<file path="src/rtl/i2cad_pkg.sv">
package i2cad_pkg;

  typedef enum logic [1:0] {
    ST_IDLE = 2'd0,
    ST_ADDR = 2'd1,
    ST_ACK  = 2'd2,
    ST_WAIT = 2'd3
  } det_state_e;

endpackage

</file>
<file path="src/rtl/i2cad_sync.sv">
module i2cad_sync #(
  parameter int STAGES  = 2,
  parameter bit RST_VAL = 1'b1
) (
  input  logic clk_i,
  input  logic rst_ni,
  input  logic d_i,
  output logic q_o
);

  logic [STAGES-1:0] stg_q;
  logic [STAGES-1:0] stg_d;

  generate
    if (STAGES > 1) begin : g_chain
      assign stg_d = {stg_q[STAGES-2:0], d_i};
    end else begin : g_single
      assign stg_d = d_i;
    end
  endgenerate

  always_ff @(posedge clk_i or negedge rst_ni) begin
    if (!rst_ni) begin
      stg_q <= {STAGES{RST_VAL}};
    end else begin
      stg_q <= stg_d;
    end
  end

  assign q_o = stg_q[STAGES-1];

endmodule

</file>
<file path="src/rtl/i2cad_cond.sv">
module i2cad_cond (
  input  logic clk_i,
  input  logic rst_ni,
  input  logic scl_s_i,
  input  logic sda_s_i,
  output logic start_o,
  output logic stop_o,
  output logic scl_rise_o,
  output logic scl_fall_o
);

  logic scl_q, sda_q;

  // previous synchronized levels; bus idles high
  always_ff @(posedge clk_i or negedge rst_ni) begin
    if (!rst_ni) begin
      scl_q <= 1'b1;
      sda_q <= 1'b1;
    end else begin
      scl_q <= scl_s_i;
      sda_q <= sda_s_i;
    end
  end

  always_comb begin
    start_o    = scl_q & scl_s_i & sda_q & ~sda_s_i;
    stop_o     = scl_q & scl_s_i & ~sda_q & sda_s_i;
    scl_rise_o = ~scl_q & scl_s_i;
    scl_fall_o = scl_q & ~scl_s_i;
  end

endmodule

</file>
<file path="src/rtl/i2cad_ctrl.sv">
module i2cad_ctrl
  import i2cad_pkg::*;
#(
  parameter int ADDR_W = 7
) (
  input  logic              clk_i,
  input  logic              rst_ni,
  input  logic              start_i,
  input  logic              stop_i,
  input  logic              scl_rise_i,
  input  logic              scl_fall_i,
  input  logic              sda_s_i,
  input  logic [ADDR_W-1:0] own_addr_i,
  output logic              sda_oe_o,
  output logic              busy_o,
  output logic              addressed_o,
  output logic              tx_dir_o,
  output logic [ADDR_W:0]   rx_byte_o
);

  localparam int BYTE_W = ADDR_W + 1;
  localparam int CNT_W  = $clog2(BYTE_W + 1);
  localparam logic [CNT_W-1:0] CNT_FULL = CNT_W'(BYTE_W);

  det_state_e         state_q, state_d;
  logic [CNT_W-1:0]   cnt_q, cnt_d;
  logic [BYTE_W-1:0]  shift_q, shift_d;
  logic               busy_q, busy_d;
  logic               hit_q, hit_d;
  logic               dir_q, dir_d;
  logic               oe_q, oe_d;
  logic               byte_full;
  logic               addr_match;

  assign byte_full  = (cnt_q == CNT_FULL);
  assign addr_match = (shift_q[BYTE_W-1:1] == own_addr_i);

  // next-state logic: bus conditions take priority over the byte engine
  always_comb begin
    state_d = state_q;
    cnt_d   = cnt_q;
    shift_d = shift_q;
    busy_d  = busy_q;
    hit_d   = hit_q;
    dir_d   = dir_q;
    oe_d    = oe_q;
    if (start_i) begin
      state_d = ST_ADDR;
      cnt_d   = '0;
      shift_d = '0;
      busy_d  = 1'b1;
      hit_d   = 1'b0;
      dir_d   = 1'b0;
      oe_d    = 1'b0;
    end else if (stop_i) begin
      state_d = ST_IDLE;
      busy_d  = 1'b0;
      hit_d   = 1'b0;
      oe_d    = 1'b0;
    end else begin
      unique case (state_q)
        ST_ADDR: begin
          if (scl_rise_i && !byte_full) begin
            shift_d = {shift_q[BYTE_W-2:0], sda_s_i};
            cnt_d   = cnt_q + 1'b1;
          end else if (scl_fall_i && byte_full) begin
            if (addr_match) begin
              hit_d   = 1'b1;
              dir_d   = shift_q[0];
              oe_d    = 1'b1;
              state_d = ST_ACK;
            end else begin
              state_d = ST_WAIT;
            end
          end
        end
        ST_ACK: begin
          if (scl_fall_i) begin
            oe_d    = 1'b0;
            state_d = ST_WAIT;
          end
        end
        default: begin
          state_d = state_q;
        end
      endcase
    end
  end

  always_ff @(posedge clk_i or negedge rst_ni) begin
    if (!rst_ni) begin
      state_q <= ST_IDLE;
      cnt_q   <= '0;
      shift_q <= '0;
      busy_q  <= 1'b0;
      hit_q   <= 1'b0;
      dir_q   <= 1'b0;
      oe_q    <= 1'b0;
    end else begin
      state_q <= state_d;
      cnt_q   <= cnt_d;
      shift_q <= shift_d;
      busy_q  <= busy_d;
      hit_q   <= hit_d;
      dir_q   <= dir_d;
      oe_q    <= oe_d;
    end
  end

  assign sda_oe_o    = oe_q;
  assign busy_o      = busy_q;
  assign addressed_o = hit_q;
  assign tx_dir_o    = dir_q;
  assign rx_byte_o   = shift_q;

endmodule

</file>
<file path="src/rtl/i2c_addr_detect.sv">
module i2c_addr_detect #(
  parameter int ADDR_W      = 7,
  parameter int SYNC_STAGES = 2
) (
  input  logic              clk_i,
  input  logic              rst_ni,
  input  logic              scl_i,
  input  logic              sda_i,
  input  logic [ADDR_W-1:0] own_addr_i,
  output logic              sda_oe_o,
  output logic              busy_o,
  output logic              addressed_o,
  output logic              tx_dir_o,
  output logic [ADDR_W:0]   rx_byte_o
);

  localparam int NUM_LINES = 2;

  logic [1:0]           rst_pipe_q;
  logic                 rst_sync_n;
  logic [NUM_LINES-1:0] line_raw;
  logic [NUM_LINES-1:0] line_s;
  logic                 scl_s, sda_s;
  logic                 start_w, stop_w, scl_rise_w, scl_fall_w;

  // asynchronous assertion, synchronous release
  always_ff @(posedge clk_i or negedge rst_ni) begin
    if (!rst_ni) begin
      rst_pipe_q <= 2'b00;
    end else begin
      rst_pipe_q <= {rst_pipe_q[0], 1'b1};
    end
  end
  assign rst_sync_n = rst_pipe_q[1];

  assign line_raw = {sda_i, scl_i};

  for (genvar g = 0; g < NUM_LINES; g++) begin : g_sync
    i2cad_sync #(
      .STAGES (SYNC_STAGES),
      .RST_VAL(1'b1)
    ) sync_i (
      .clk_i (clk_i),
      .rst_ni(rst_sync_n),
      .d_i   (line_raw[g]),
      .q_o   (line_s[g])
    );
  end

  assign scl_s = line_s[0];
  assign sda_s = line_s[1];

  i2cad_cond cond_i (
    .clk_i     (clk_i),
    .rst_ni    (rst_sync_n),
    .scl_s_i   (scl_s),
    .sda_s_i   (sda_s),
    .start_o   (start_w),
    .stop_o    (stop_w),
    .scl_rise_o(scl_rise_w),
    .scl_fall_o(scl_fall_w)
  );

  i2cad_ctrl #(
    .ADDR_W(ADDR_W)
  ) ctrl_i (
    .clk_i      (clk_i),
    .rst_ni     (rst_sync_n),
    .start_i    (start_w),
    .stop_i     (stop_w),
    .scl_rise_i (scl_rise_w),
    .scl_fall_i (scl_fall_w),
    .sda_s_i    (sda_s),
    .own_addr_i (own_addr_i),
    .sda_oe_o   (sda_oe_o),
    .busy_o     (busy_o),
    .addressed_o(addressed_o),
    .tx_dir_o   (tx_dir_o),
    .rx_byte_o  (rx_byte_o)
  );

endmodule

</file>
<file path="config.mk">
export PLATFORM = sky130hd
export DESIGN_NAME = i2c_addr_detect
export DESIGN_NICKNAME = d
export VERILOG_FILES = /design/src/rtl/i2cad_pkg.sv /design/src/rtl/i2cad_sync.sv /design/src/rtl/i2cad_cond.sv /design/src/rtl/i2cad_ctrl.sv /design/src/rtl/i2c_addr_detect.sv
export SDC_FILE = /design/constraint.sdc
export NUM_CORES = 1
export LEC_CHECK = 0
export ABC_AREA = 1
export BUFFER_PORTS_ARGS = -buffer_cell sky130_fd_sc_hd__buf_2
export CAP_MARGIN = 30
export CORE_UTILIZATION = 40
export DETAILED_ROUTE_END_ITERATION = 7
export GPL_ROUTABILITY_DRIVEN = 0
export PLACE_DENSITY = 0.71
export SLEW_MARGIN = 15
export SYNTH_ARGS = -nofsm -noshare
export SYNTH_HDL_FRONTEND = slang
export SYNTH_SLANG_ARGS = --single-unit
</file>
<file path="constraint.sdc">
create_clock -name clk_i -period 2.2 [get_ports clk_i]
set_input_delay 0 -clock clk_i [delete_from_list [all_inputs] [get_ports clk_i]]
set_output_delay 0 -clock clk_i [all_outputs]
set_load 0.03 [all_outputs]
</file>
# ---- Word level (Yosys, flattened, before mapping)
# Cells that the tools add are included.
dict set report classes {
  addsub 1
  eq_ne 11
  n_mux 33
  bitwise_logic 11
  n_reduce_logical 17
}
# operator count
set ops {}
lappend ops {{8-bit two-way mux} 4}
lappend ops {{1-bit two-way mux} 18}
lappend ops {{4-bit two-way mux} 4}
lappend ops {{4-bit by 1-bit != test with 1-bit output, second input constant} 3}
lappend ops {{2-bit two-way mux} 5}
lappend ops {{5-bit AND reduction} 2}
lappend ops {{2-bit nonzero test} 5}
lappend ops {{3-bit nonzero test} 3}
lappend ops {{4-bit AND reduction} 2}
lappend ops {{1-bit bitwise AND} 7}
lappend ops {{7-bit == test} 1}
lappend ops {{4-bit by 1-bit adder with 4-bit output, second input constant} 1}
lappend ops {{4-bit == test, second input constant} 1}
lappend ops {{2-bit by 1-bit != test with 1-bit output, second input constant} 2}
lappend ops {{4-bit by 2-bit != test with 1-bit output, second input constant} 1}
lappend ops {{1-bit NOT} 4}
lappend ops {{2-bit case mux with 2 select lines} 1}
lappend ops {{4-bit nonzero test} 1}
lappend ops {{3-bit by 1-bit != test with 1-bit output, second input constant} 1}
lappend ops {{3-bit AND reduction} 1}
lappend ops {{2-bit by 1-bit == test with 1-bit output, second input constant} 1}
lappend ops {{2-bit == test, second input constant} 1}
lappend ops {{1-bit logical AND} 2}
lappend ops {{1-bit case mux with 2 select lines} 1}
lappend ops {{1-bit zero test} 1}
dict set report totals {
  ff_bits 26
  in_bits 11
  out_inout_bits 12
}

# ---- Longest topological paths before layout
# Gate-level depths: netlist (run 1).
dict set report depth {
  ltp_word 8
  mapped_depth 11
  depth_no_buf 11
}

# ---- Modules after synthesis
# Synthesis (run 1) repeated with hierarchy kept, for this count alone.
dict set report hier_totals {
  cells_unflattened 152
  area_unflattened_um2 1295.0
}
# module n_inst cells_each area_per_inst_um2
set modules_own_cells {}
lappend modules_own_cells {i2cad_ctrl 1 132 1042.2}
lappend modules_own_cells {i2cad_sync 2 2 52.6}
lappend modules_own_cells {i2cad_cond 1 13 93.8}
lappend modules_own_cells {i2c_addr_detect 1 3 53.8}

# ---- Worst setup path after synthesis (run 1)
# OpenSTA, ideal clock, no wires.
dict set report synth_path {
  kind {reg-to-reg}
  from {register ctrl_i.cnt_q[1]}
  to {register ctrl_i.cnt_q[1]}
  setup_time_ps 119
  arrival_time_ps 1190
  t_required_ps 2081
  path_slack_ps 892
  path_stages_with_launch 11
  path_buffers 1
  period_less_slack_ps 1308
  path_cell_list {dfrtp_1 > inv_1 > ha_1 > nand2_1 > nor2_1 > nor2_1 > nand3_1 > nand2_2 > buf_6 > nand3_1 > o21ai_2}
}
dict set report synth_via {
  elab_chain_cells 5
  word_cells_on_any_way 10
  classes_between {add/sub (1); eq/ne (1); mux (4); reduce/logical (4)}
}
# item line
set synth_rtl {}
lappend synth_rtl {{from (decl)} i2cad_ctrl.sv:26} ;# logic [CNT_W-1:0] cnt_q, cnt_d;
lappend synth_rtl {{from (signal assigned)} i2cad_ctrl.sv:101} ;# cnt_q <= cnt_d;
lappend synth_rtl {{4-bit by 1-bit adder with 4-bit output or 4-bit == test (tied branches)} {i2cad_ctrl.sv:65, i2cad_ctrl.sv:35}}
lappend synth_rtl {{4-bit two-way mux or 1-bit zero test (tied branches)} i2cad_ctrl.sv:63} ;# if (scl_rise_i && !byte_full) begin
lappend synth_rtl {{4-bit two-way mux or 1-bit logical AND (tied branches)} {i2cad_ctrl.sv:61, i2cad_ctrl.sv:63}}
lappend synth_rtl {{4-bit two-way mux or 2-bit nonzero test (tied branches)} --}
lappend synth_rtl {{4-bit two-way mux or 3-bit AND reduction (tied branches)} --}
# Parallel ways exist; a longest one is shown, timed or not. The select of a mux whose other input is x is not followed.
# A chain may end at the register's enable or synchronous reset.

# ---- Final worst setup path (run 1)
dict set report layout_path {
  from {register ctrl_i.cnt_q[0]}
  to {register ctrl_i.cnt_q[3]}
}
# Same word-level chain as after synthesis.

==> run summary, run 1 <==
Initial antenna violation count: 0
Critical path class: reg -> reg
Hold path depth: 6
I/O pins: 23
Cell count after synthesis: 134
Psw: 570 uW
P_int: 882 uW
CP Max Fanout: 11
Drt pass-1 iters: 6
RSZ-0062 raised after global routing: false
Pwr per Cell Area: 1000 nW/um2
Max-slew headroom: 0.649
DRT Wirelength: 2080 um
Syn Area/Cell: 9.09 um2
Yosys warning count: 0
TritonCTS clock tree: yes
Pleak: 0.000761 uW
Run status: finished with violations
ANT nets after route: 0
Number of global-route vias before repair: 961
GRT Util Overall: 0.151
Post-Syn Nets: 149
# diodes: 0
Most common cell after layout, fill and taps aside: nand2_1
Req. time, crit path: 2.42 ns
CTS root buffer: clkbuf_4
Clock transition at the registers of the reported paths: 0.14 ns
Commonest non-fill, non-tap cells in the layout: nand2_1 (32), buf_2 (22), inv_1 (21)
Mapped cell area: 1220 um2
Initial Util: 0.431
Fillers: 262
Die W: 57.2 um
Worst-Margin Slew: 0.527 ns
Comb power frac: 0.379
Area growth syn-to-layout: 19.0%
Cell taking the most area after synthesis: dfrtp_1
Vias per Instance: 4.94
First-pass GRT wire length: 3780 um
Max cap viols: 0
Setup TNS: 0 ns
Setup violators final: 0
Site Rows: 19
Post-CTS setup buffer count: 0
Initial DRC count: 23
Total gr overflow: 0
Num CTS Buffers: 3
WL per Instance: 10.7 um
Share of cells above drive strength 1: 0.262
Final period util: 0.744
Shortest period the worst path allows: 1.64 ns
Fin Hold WS: 0.155 ns
Core area: 2830 um2
Failing checks: DRC
Port Buf Inserts: 22
Peak Freq: 611 MHz
Sequential-to-total area share from yosys stat: 0.540
Nets@finish: 180
Fin. Hold Viols: 0
Netlist cell types: 24
Post-route DRC: 3
Max VDD drop: 381 uV
Flop pwr share: 0.455
Worst min path class: in -> reg
Sw Ratio: 0.393
Clk buf depth: 2
Die H: 57.2 um
Clock sink count: 26
Setup Skew: 0.00985 ns
Crit path launch type: register
Via Count: 963
PostCTS Resize Cnt: 0
Clock power share: 0.166
Slew Viols, Final: 0
Clk Latency, worst-skew pair: 0.33 ns
Top post-synthesis cells by area: dfrtp_1 (41%), dfstp_2 (13%), nand2_1 (9.9%), inv_1 (6.5%), ha_1 (4.1%)
Top-area cell type share of the netlist area: 0.411
Largest net degree at the start of global routing: 25
Path depth of the worst reg2reg path: 10
Element type at the critical path end: register
Synthesized flop and latch total: 26
DP HPWL: 1600 um
Worst EP arrival: 1.85 ns
H-tree lvl count: 1
DIE AREA: 3270 um2
## worst max-delay path: stages, from the launching register on
cell and delay (ns):
dfrtp_1 0.44, inv_1 0.06, ha_1 0.18, nand2_1 0.06, nor2_1 0.05, nor2_1 0.13, nand3_1 0.12, nand2_2 0.20
inv_1 0.12, nand2_1 0.07, o21ai_0 0.09
## final timing paths
kind | start | endpoint | slack, ns
max reg2reg | ctrl_i.cnt_q[0]$_DFFE_PN0P_ | ctrl_i.cnt_q[3]$_DFFE_PN0P_ | 0.56
max | ctrl_i.cnt_q[0]$_DFFE_PN0P_ | ctrl_i.cnt_q[3]$_DFFE_PN0P_ | 0.56
min reg2reg | rst_pipe_q[1]$_DFF_PN0_ | ctrl_i.cnt_q[2]$_DFFE_PN0P_ | 0.22
min | own_addr_i[2] | ctrl_i.addressed_o$_DFFE_PN0P_ | 0.15
max in group asynchronous | rst_pipe_q[1]$_DFF_PN0_ | g_sync[0].sync_i.stg_q[1]$_DFF_PN1_ | 1.42
min in group asynchronous | rst_pipe_q[1]$_DFF_PN0_ | ctrl_i.cnt_q[2]$_DFFE_PN0P_ | 0.22
## routing by layer
| layer | global-route usage | vias up | wire, um |
|---|---|---|---|
| met1 | 0.179 | 453 | 954 |
| met4 | 0.0836 | 0 | 54 |
| met2 | 0.266 | 24 | 999 |
| met5 | 0 | - | 0 |
| met3 | 0.0204 | 5 | 68 |
| li1 | - | 481 | - |
## power by group through the flow
stage          clock network [uW]  registers (uW)  logic [uW]
6_report                      241             661         550
5_1_grt                       273             675         622
4_1_cts                       253             666         548
3_5_place_dp                    0             676         541
3_3_place_gp                    0             667         533
2_1_floorplan                   0             776         307
## cells in the mapped netlist
cell type / instances
a21oi_1: 3
a21oi_2: 2
xor2_1: 2
nand2_1: 32
buf_6: 1
nand3b_1: 1
ha_1: 4
dfstp_2: 6
o21ai_0: 4
xnor2_1: 4
o22ai_1: 6
o21ai_2: 1
buf_2: 1
nand4_1: 2
o21ai_1: 1
nand3_1: 6
nand2_4: 1
dfrtp_1: 20
inv_1: 21
nand2_2: 2
inv_2: 2
conb_1: 1
nor3_4: 1
nor2_1: 10
## through the flow
stage | utilization | cells | cell area (um2) | worst slack [ns] | total power (uW)
after floorplan | - | 134 | 1220 | 0.892 | 1080
after global placement | 0.480 | 186 | 1360 | 0.692 | 1200
after detailed placement | 0.480 | 186 | 1360 | 0.596 | 1220
after CTS | 0.507 | 194 | 1440 | 0.573 | 1470
after global routing | 0.513 | 195 | 1450 | 0.393 | 1570
final | 0.513 | 195 | 1450 | 0.563 | 1450
## final cells by class
cell class                      count  area (um2)  area share
Sequential cell                    26         658       0.454
Multi-Input combinational cell     83         458       0.316
Timing Repair Buffer               28         173       0.119
Clock buffer                        4        36.3      0.0250
Tap cell                           31        38.8      0.0267
Inverter                           23        86.3      0.0595
## registers in the layout, indices dropped and copies added, names as in the netlist
signal / cells
cond_i.sda_q: 1
cond_i.scl_q: 1
g_sync.sync_i.stg_q: 4
ctrl_i.tx_dir_o: 1
ctrl_i.rx_byte_o: 8
ctrl_i.busy_o: 1
ctrl_i.cnt_q: 4
ctrl_i.sda_oe_o: 1
ctrl_i.state_q: 2
ctrl_i.addressed_o: 1
rst_pipe_q: 2
## kinds of logic (layout without fill, tap and decap cells)
| logic type | after synthesis | count (layout) | share of synthesized area |
|---|---|---|---|
| simple gates | 55 | 55 | 0.203 |
| flops | 26 | 26 | 0.540 |
| buf+inv | 25 | 55 | 0.0842 |
| compound gates | 17 | 17 | 0.0852 |
| xor+xnor | 6 | 6 | 0.0431 |
| fa+ha+maj | 4 | 4 | 0.0411 |
| other cells | 1 | 1 | 0.00308 |
## repair_timing
item | in CTS | in global routing
setup endpoints to repair | 0 | 0
hold endpoints to repair | 4 | 0
hold buffers | 4 | 0
Note: power is estimated with default switching activity, not from simulation.
==> run 2: changes to the inputs <==
- ABC_AREA: 1 -> 0
- clock period: 2.2 -> 1.6 ns (I/O delays scaled with it)
==> run 2 against run 1 <==
  * The run now ends clean
  * Critical endpoint is now ctrl_i.sda_oe_o$_DFFE_PN0P_
  * Via count down 5.2%
  * Sequential share of layout area down 1.6 points
  * Die area down 2.3%
  * Final area up 3.6%
  * Largest power group unchanged
==> run summary, run 2 <==
Die H: 56.5 um
Port Buf Inserts: 22
RR Startpoint: ctrl_i.rx_byte_o[3]$_DFFE_PN0P_
Die W: 56.5 um
Commonest non-fill, non-tap cells in the layout: buf_2 (22), dfrtp_1 (20), inv_1 (13), nand3_1 (13), o21ai_0 (13)
Slew Viols, Final: 0
Total gr overflow: 0
Initial antenna violation count: 0
Placed cells: 168
Top_reg_cell synth: dfrtp_1
Req. time, crit path: 1.89 ns
Site Rows: 19
Synthesized flop and latch total: 26
Comb power frac: 0.398
Shortest period the worst path allows: 1.52 ns
Final period util: 0.952
# diodes: 0
Max reg flops: 8
DIE AREA: 3200 um2
Clock sink count: 26
Sequential-to-total area share from yosys stat: 0.553
Sw Ratio: 0.383
Syn Area/Cell: 10.6 um2
Most common cell after layout, fill and taps aside: buf_2
Post-Syn Nets: 127
Core area: 2780 um2
CTS root buffer: clkbuf_4
GRT Util Overall: 0.167
Clk Latency, worst-skew pair: 0.33 ns
Psw: 790 uW
Fillers: 243
Share of cells above drive strength 1: 0.329
P_int: 1270 uW
Crit path launch type: register
Run status: finished clean
Top post-synthesis cells by area: dfrtp_1 (42%), dfstp_2 (13%), o21ai_0 (5.9%), nand3_1 (5.5%), xnor2_1 (5.2%)
Max VDD drop: 1070 uV
Number of global-route vias before repair: 931
WL per Instance: 13.1 um
Max cap viols: 0
Initial DRC count: 24
Clock power share: 0.167
Yosys warning count: 0
Clk buf depth: 2
Post-route DRC: 0
DP HPWL: 1730 um
Flip-flop and latch area: 658 um2
Mapped cell area: 1190 um2
Setup Skew: 0.00633 ns
H-tree lvl count: 1
Finished Layout Cells: 180
Pwr per Cell Area: 1370 nW/um2
Peak Freq: 656 MHz
Path depth of the worst reg2reg path: 5
Nets@finish: 165
Largest net degree at the start of global routing: 20
Flop pwr share: 0.435
Final Instance Area: 1500 um2
Num CTS Buffers: 3
Asr flop ratio synth: 1.00
Top-area cell type share of the netlist area: 0.421
Cell with the most instances after synthesis: dfrtp_1
Element type at the critical path end: register
Worst EP arrival: 1.81 ns
I/O pins: 23
Most common library cells after synthesis: dfrtp_1 (20), o21ai_0 (14), inv_1 (13), nand3_1 (13), xnor2_1 (7)
Worst min path class: reg -> async
RSZ-0062 raised after global routing: true
ANT nets after route: 0
TritonCTS clock tree: yes
R2R Path End: ctrl_i.sda_oe_o$_DFFE_PN0P_
Cell taking the most area after synthesis: dfrtp_1
First-pass GRT wire length: 4120 um
R2r setup slk: 0.08 ns
Pleak: 0.000734 uW
Clock transition at the registers of the reported paths: 0.15 ns
Drt pass-1 iters: 4
Netlist cell types: 28
Post-DP Area: 1370 um2
Initial Util: 0.428
Setup TNS: 0 ns
Critical path class: reg -> reg
Cell count after synthesis: 112
CP Max Fanout: 4
Number of synthesized flops with an enable pin: 0
Via Count: 913
Fin. Hold Viols: 0
Area growth syn-to-layout: 26.3%
DRT Wirelength: 2360 um
Area of the multi-input gates: 492 um2
Setup violators final: 0
Vias per Instance: 5.07
run 2: power groups by stage:
stage | clock network [uW] | registers [uW] | logic, uW
floorplan | 0 | 1040 | 375
global placement | 0 | 900 | 714
detailed placement | 0 | 910 | 739
CTS | 348 | 900 | 751
global route | 377 | 920 | 912
finish | 344 | 897 | 821
run 2: per-layer routing:
metal | vias to the layer above | wire, um | part of all wire | global-route usage
met2 | 18 | 1150 | 0.49 | 0.267
met4 | 0 | 30 | 0.013 | 0.0662
li1 | 456 | - | - | -
met5 | - | 0 | 0 | 0
met1 | 436 | 1110 | 0.47 | 0.227
met3 | 3 | 60 | 0.025 | 0.0276
run 2: stage by stage:
stage               total power (uW)   util  setup WS [ns]  hold slack [ns]
global placement                1610  0.493         0.0367           -0.216
finish                          2060  0.540         0.0764            0.170
detailed placement              1650  0.493       -0.00158           -0.211
CTS                             2000  0.523        0.00481            0.189
floorplan                       1420      -         0.0665           -0.296
global route                    2210  0.540        -0.0392            0.224
run 2: cell type report:
class	instances	area share
inverter	13	0.0325
clock buffer	4	0.0241
sequential	26	0.438
tap	31	0.0258
multi-input combinational	70	0.327
timing repair buffer	36	0.152
run 2: logic make-up (layout without fill, tap and decap cells):
kind of cell	after synthesis	in the layout	share of synthesized area
other	1	1	0.00315
XOR/XNOR	9	9	0.0662
buffers and inverters	16	53	0.0505
adder cells (fa/ha/maj)	4	4	0.0421
AND/OR/NAND/NOR	33	33	0.172
flip-flops	26	26	0.553
AO/OA/AOI/OAI	23	23	0.113
run 2: worst max-delay path by stage:
stage / startpoint / to / slack [ns] / depth (start not counted)
2_1_floorplan: ctrl_i.cnt_q[0]$_DFFE_PN0P_ / ctrl_i.sda_oe_o$_DFFE_PN0P_ / 0.07 / 7
3_3_place_gp: ctrl_i.rx_byte_o[6]$_DFFE_PN0P_ / ctrl_i.tx_dir_o$_DFFE_PN0P_ / 0.04 / 4
3_5_place_dp: ctrl_i.rx_byte_o[1]$_DFFE_PN0P_ / ctrl_i.tx_dir_o$_DFFE_PN0P_ / -0.002 / 4
4_1_cts: ctrl_i.cnt_q[0]$_DFFE_PN0P_ / ctrl_i.sda_oe_o$_DFFE_PN0P_ / 0.005 / 7
5_1_grt: ctrl_i.state_q[1]$_DFFE_PN0P_ / ctrl_i.cnt_q[2]$_DFFE_PN0P_ / -0.04 / 6
6_report: ctrl_i.rx_byte_o[3]$_DFFE_PN0P_ / ctrl_i.sda_oe_o$_DFFE_PN0P_ / 0.08 / 5
run 2: worst max-delay path: stages (launching register included):
cell,delay (ns)
dfrtp_1,0.44
xnor2_1,0.16
nand4_1,0.22
o31ai_2,0.32
nor4b_2,0.24
a21o_1,0.11
run 2: what timing repair did:
| action | in CTS | in global routing |
|---|---|---|
| hold buffers | 4 | 0 |
| resized for setup | 1 | 5 |
| buffers inserted | 0 | 4 |
| endpoints found under the hold margin | 4 | 0 |
| pin swaps | 0 | 4 |
| setup endpoints to repair | 1 | 6 |
